$ cat src/rtl/rx_sample_port.sv
module rx_sample_port #(
  parameter int SW = 16
) (
  input  logic          clk,
  input  logic          rst_n,
  input  logic          wr_en,
  input  logic          wr_addr,
  input  logic [7:0]    wr_data,
  input  logic          smp_stb,
  input  logic [SW-1:0] smp_a,
  input  logic [SW-1:0] smp_b,
  output logic          bclk,
  output logic          fsync,
  output logic          sdata,
  output logic          sdata_oe
);
  localparam int FW = 2 * SW;
  localparam int LW = $clog2(FW + 1);

  logic [7:0] div_r;
  logic [3:0] ctl_r;
  logic       inv_q;
  logic       en, sel_a, sel_b, idle_hiz;
  logic       unused_hi;

  assign en        = ctl_r[0];
  assign sel_a     = ctl_r[1];
  assign sel_b     = ctl_r[2];
  assign idle_hiz  = ctl_r[3];
  assign unused_hi = ^wr_data[7:5];

  logic          armed, active, pending, dout, running, fall, fs_go;
  logic [7:0]    cnt, half, last;
  logic [LW-1:0] left, left_nxt, len_q;
  logic [FW-1:0] sh, frame;
  logic [SW-1:0] hold_a, hold_b;

  assign running = en | armed | active;
  assign half    = (div_r == 8'd0) ? 8'd128 : {1'b0, div_r[7:1]};
  assign last    = div_r - 8'd1;
  assign fall    = running && (cnt == half - 8'd1);
  assign bclk    = running & ((cnt < half) ^ inv_q);

  always_ff @(posedge clk or negedge rst_n)
    if (!rst_n) begin
      div_r <= '0;
      ctl_r <= '0;
      inv_q <= 1'b0;
    end else if (wr_en) begin
      if (!wr_addr) div_r <= wr_data;
      else begin
        ctl_r <= wr_data[3:0];
        if (!running) inv_q <= wr_data[4];
      end
    end

  always_ff @(posedge clk or negedge rst_n)
    if (!rst_n)                    cnt <= '0;
    else if (!running || cnt == last) cnt <= '0;
    else                           cnt <= cnt + 8'd1;

  always_comb begin
    if (armed)          left_nxt = len_q - LW'(1);
    else if (left != 0) left_nxt = left - LW'(1);
    else                left_nxt = '0;
  end

  assign fs_go = pending && (sel_a | sel_b) && (left_nxt == 0);
  assign frame = sel_a ? {hold_a, hold_b} : {hold_b, {SW{1'b0}}};

  always_ff @(posedge clk or negedge rst_n)
    if (!rst_n) begin
      pending <= 1'b0;
      hold_a  <= '0;
      hold_b  <= '0;
    end else if (!en) pending <= 1'b0;
    else if (smp_stb && (sel_a | sel_b)) begin
      pending <= 1'b1;
      hold_a  <= smp_a;
      hold_b  <= smp_b;
    end else if (fall && fs_go) pending <= 1'b0;

  always_ff @(posedge clk or negedge rst_n)
    if (!rst_n) begin
      armed  <= 1'b0;
      active <= 1'b0;
      left   <= '0;
      len_q  <= '0;
      sh     <= '0;
      dout   <= 1'b0;
      fsync  <= 1'b0;
    end else if (fall) begin
      fsync <= fs_go;
      armed <= fs_go;
      left  <= left_nxt;
      if (armed) begin
        active <= 1'b1;
        dout   <= sh[FW-1];
        sh     <= sh << 1;
      end else if (left != 0) begin
        dout <= sh[FW-1];
        sh   <= sh << 1;
      end else begin
        active <= 1'b0;
        dout   <= 1'b0;
      end
      if (fs_go) begin
        sh    <= frame;
        len_q <= (sel_a & sel_b) ? LW'(FW) : LW'(SW);
      end
    end

  assign sdata    = active & dout;
  assign sdata_oe = active | ~idle_hiz;


  wrap_chk: assert property (@(posedge clk) disable iff (!rst_n)
    running && cnt == last |=> cnt == 8'd0);

  fs_one_chk: assert property (@(posedge clk) disable iff (!rst_n)
    fsync && fall |=> !fsync);

  discard_chk: assert property (@(posedge clk) disable iff (!rst_n)
    !en |=> !pending);

  inv_hold_chk: assert property (@(posedge clk) disable iff (!rst_n)
    running && $past(running) |-> $stable(inv_q));

  frame_gap_chk: assert property (@(posedge clk) disable iff (!rst_n)
    armed |-> left == '0);
endmodule

$ cat config.mk
export PLATFORM = sky130hd
export DESIGN_NAME = rx_sample_port
export DESIGN_NICKNAME = d
export VERILOG_FILES = /design/src/rtl/rx_sample_port.sv
export SDC_FILE = /design/constraint.sdc
export NUM_CORES = 1
export LEC_CHECK = 0
export CAP_MARGIN = 20
export CORE_MARGIN = 2
export CORE_UTILIZATION = 50
export DETAILED_ROUTE_END_ITERATION = 10
export DONT_BUFFER_PORTS = 1
export HOLD_SLACK_MARGIN = 0.06
export PLACE_DENSITY = 0.78
export SYNTH_ARGS = -nofsm -noshare
export SYNTH_HDL_FRONTEND = slang
export SYNTH_SLANG_ARGS = --single-unit
$ cat constraint.sdc
create_clock -name clk -period 3.39 [get_ports clk]
set_clock_uncertainty 0.2 [all_clocks]
set_input_delay 0.1695 -clock clk [delete_from_list [all_inputs] [get_ports clk]]
set_output_delay 0.1695 -clock clk [all_outputs]
set_load 0.005 [all_outputs]
==> results.yml <==
status:
  status: "complete, no violations"
timing:
  tightest_slew_ns: 1.01
  finalSetupViolations: 0
  max_freq_mhz: 302
  slew_headroom_pct: 32.5
  fin_crit_ns: 3.31
  final_hold_viol_count: 0
  fin_crit_sh_pct: 97.7
  slew_violations: 0
  setup_tns_ns: 0
cts:
  clkTransAtPathRegs_ns: 0.09
  cts_root_buf: "clkbuf_8"
  htreeDepth: 3
  clock_latency_ns: 0.37
  cts_buffer_depth: 2
  cts_buffers: 9
  cts_tree: "done"
  cts.sinks: 97
routing:
  drc: 0
  drt-pass1-iter-count: 4
  drtIter0Drc: 202
  postRouteAntennaNets: 0
  routed_wl_um: 12300
  num_vias: 4207
  vias_per_cell: 5.56
  wl_per_cell_um: 16.3
placement:
  port-buffer-count: 0
  place_congestion: 0.954
  hpwl_um: 7820
  dpl-instance-area_mm2: 0.00545
synthesis:
  ys_warn_count: 0
  synth.distinct_cells: 53
  synthTopCellsByCount: "nand2_1 (144), dfrtp_1 (97), mux2i_1 (50), nor2_1 (31)"
  syn_area_per_cell_um2: 9.54
  synth_nets: 613
  synthTopCellsByArea: "dfrtp_1 (46%), nand2_1 (10%), mux2i_1 (9.4%)"
  synth_top_area_share_pct: 45.8
  synth_seq_cells: 97
  netlist_area_mm2: 0.00530
  ys_async_sr_fraction_pct: 100
  synth_edf_count: 0
  synthCells: 556
  synth_area_leader_cell: "dfrtp_1"
  synthFlopType: "dfrtp_1"
  yosysMostFrequentCell: "nand2_1"
  seq_area_frac_synth_pct: 45.8
worst_setup_path:
  crit_path_end_kind: "register"
  r2r-end: "sh[17]$_DFFE_PN0P_"
  crit_start: "div_r[4]$_DFFE_PN0P_"
  reg2regPathDepth: 11
  crit_required_ns: 3.44
  arrival_ns: 3.36
  critPathKind: "register to register"
  regToRegStartpoint: "div_r[4]$_DFFE_PN0P_"
  critPathMaxFanout: 16
  start_kind: "register"
  crit_end: "sh[17]$_DFFE_PN0P_"
  r2r_slack_ns: 0.08
power_and_ir_drop:
  power_frac_clock_pct: 17.2
  peakVddDrop_uv: 531
  p_leak_nw: 2.97
  power_switching_mw: 1.91
  intPower_mw: 2.91
  combPwrFrac_pct: 47.3
  seq_power_share_pct: 35.6
  swShare_pct: 39.6
  powerDensity_mw_per_mm2: 761
floorplan:
  core.rowCount: 37
  start_util_pct: 51.4
  core_mm2: 0.0103
  dieArea_mm2: 0.0114
  die_w_um: 107
  ioPinCount: 49
  die_h_um: 107
grt:
  antenna_found_initial: 0
  grt.busiest_layer: "met2"
  grtUsageTotal_pct: 23.0
  met3_usage_pct: 5.53
  grt.met1_usage_pct: 29.3
  grt_pass1_wl_um: 20900
  grt_pass1_vias: 4347
  grt.overflow.total: 0
  use_met2_pct: 40.0
  grt_max_degree: 98
final_layout:
  final_util_pct: 61.4
  fin_nets: 672
  multi_input_area_mm2: 0.00267
  fill_cells: 805
  ff_latch_area_mm2: 0.00243
  syn2layout_area_growth_pct: 19.6
  drive_gt1_share_pct: 10.2
  stdcell_area_mm2: 0.00634
  antenna_cells: 0
flow_run:
  drv_cap: 0
hold_path:
  holdCritPathClass: "input pin to register"
[layout by cell type (no fill, tap or decap), types with 2 or more instances in the layout]
cell	netlist	final
nand2_1	144	144
nor2b_1	7	7
xnor2_1	15	15
clkbuf_8	0	10
bufinv_16	0	2
nand2_4	0	2
ha_1	12	12
nor3_1	7	6
nand3_1	10	10
clkinv_2	0	2
o22a_1	16	16
a22o_1	17	17
and3_1	3	2
nand3b_1	2	2
nor3_2	1	2
o211a_1	2	2
a31o_2	2	2
nand4_1	3	3
inv_1	18	18
or3_1	3	3
mux2i_1	50	50
buf_4	3	18
nor4_1	3	3
dlygate4sd3_1	0	60
nor2_1	31	31
o21a_1	2	2
o2bb2ai_1	3	3
o21ai_0	19	19
mux2_2	11	11
xor2_1	10	10
dfrtp_1	97	97
a21oi_1	6	6
nand2b_1	4	4
o211ai_1	2	2
o31ai_1	2	2
[registers in the layout (all words and copies together) (netlist names), 2 cells and up]
signal and count:
cnt 8, ctl_r 4, left 6, sh 32, hold_a 16, hold_b 16
len_q 2, div_r 8
[per-layer routing]
| metal | up-vias | wire length, µm |
|---|---|---|
| li1 | 2021 | - |
| met2 | 100 | 6200 |
| met5 | - | 0 |
| met1 | 2071 | 5470 |
| met3 | 15 | 503 |
| met4 | 0 | 149 |
[logic make-up after synthesis]
| kind of cell | Yosys count | synth area share, % |
|---|---|---|
| buffers and inverters | 50 | 4.46 |
| adder cells (fa/ha/maj) | 12 | 2.83 |
| AO/OA/AOI/OAI | 82 | 12.0 |
| multiplexers | 61 | 11.8 |
| AND/OR/NAND/NOR | 229 | 19.1 |
| XOR/XNOR | 25 | 4.13 |
| flip-flops | 97 | 45.8 |
[how the worst min path moves through the flow]
stage | from | endpoint | slack, ns | depth (start not counted)
2_1_floorplan | rst_n | active$_DFFE_PN0P_ | -0.33 | 0
3_3_place_gp | rst_n | hold_a[13]$_DFFE_PN0P_ | -0.32 | 0
3_5_place_dp | rst_n | hold_b[13]$_DFFE_PN0P_ | -0.32 | 0
4_1_cts | smp_stb | hold_b[10]$_DFFE_PN0P_ | 0.11 | 4
5_1_grt | smp_stb | hold_a[3]$_DFFE_PN0P_ | 0.15 | 4
6_report | smp_stb | hold_b[2]$_DFFE_PN0P_ | 0.13 | 4
[power groups by stage]
stage	combinational (mW)	sequential, mW	clock (mW)
2_1_floorplan	1.73	1.63	0
3_3_place_gp	2.10	1.72	0
3_5_place_dp	2.15	1.73	0
4_1_cts	2.26	1.71	0.845
5_1_grt	2.55	1.76	0.889
6_report	2.28	1.72	0.830
[worst max-delay path, cell delays in order, from the launching register on]
cell	delay (ns)
dfrtp_1	0.40
or4_4	0.58
or4_1	0.47
nand2_1	0.11
ha_1	0.23
nor2_1	0.08
a211oi_2	0.33
a221oi_4	0.07
buf_4	0.17
and2_0	0.13
buf_4	0.20
o22a_1	0.21
[what timing repair did]
item | 4_1_cts | 5_1_grt
hold endpoints to repair | 142 | 0
pin swaps | 0 | 1
hold buffers | 61 | 0
buffers inserted | 0 | 2
gates resized for setup | 1 | 8
setup endpoints to repair | 20 | 44
[layout make-up]
class                   count  area share, %
repair buffers             80           12.4
multi-input cells         409           42.1
clock buffers              11           2.23
clock inverters             5           1.24
flip-flops and latches     97           38.3
well taps                 136           2.68
inverters                  18           1.07
[per-stage QoR]
step / setup WS [ns] / hold WS, ns / power (mW) / instances
after floorplan: 0.116 / -0.326 / 3.36 / 556
after global placement: 0.128 / -0.318 / 3.82 / 677
after detailed placement: -0.0500 / -0.318 / 3.88 / 677
after CTS: 0.00820 / 0.112 / 4.82 / 754
after global routing: -0.0163 / 0.151 / 5.21 / 756
final: 0.0788 / 0.126 / 4.83 / 756
Power figures use the tool's default switching activity.
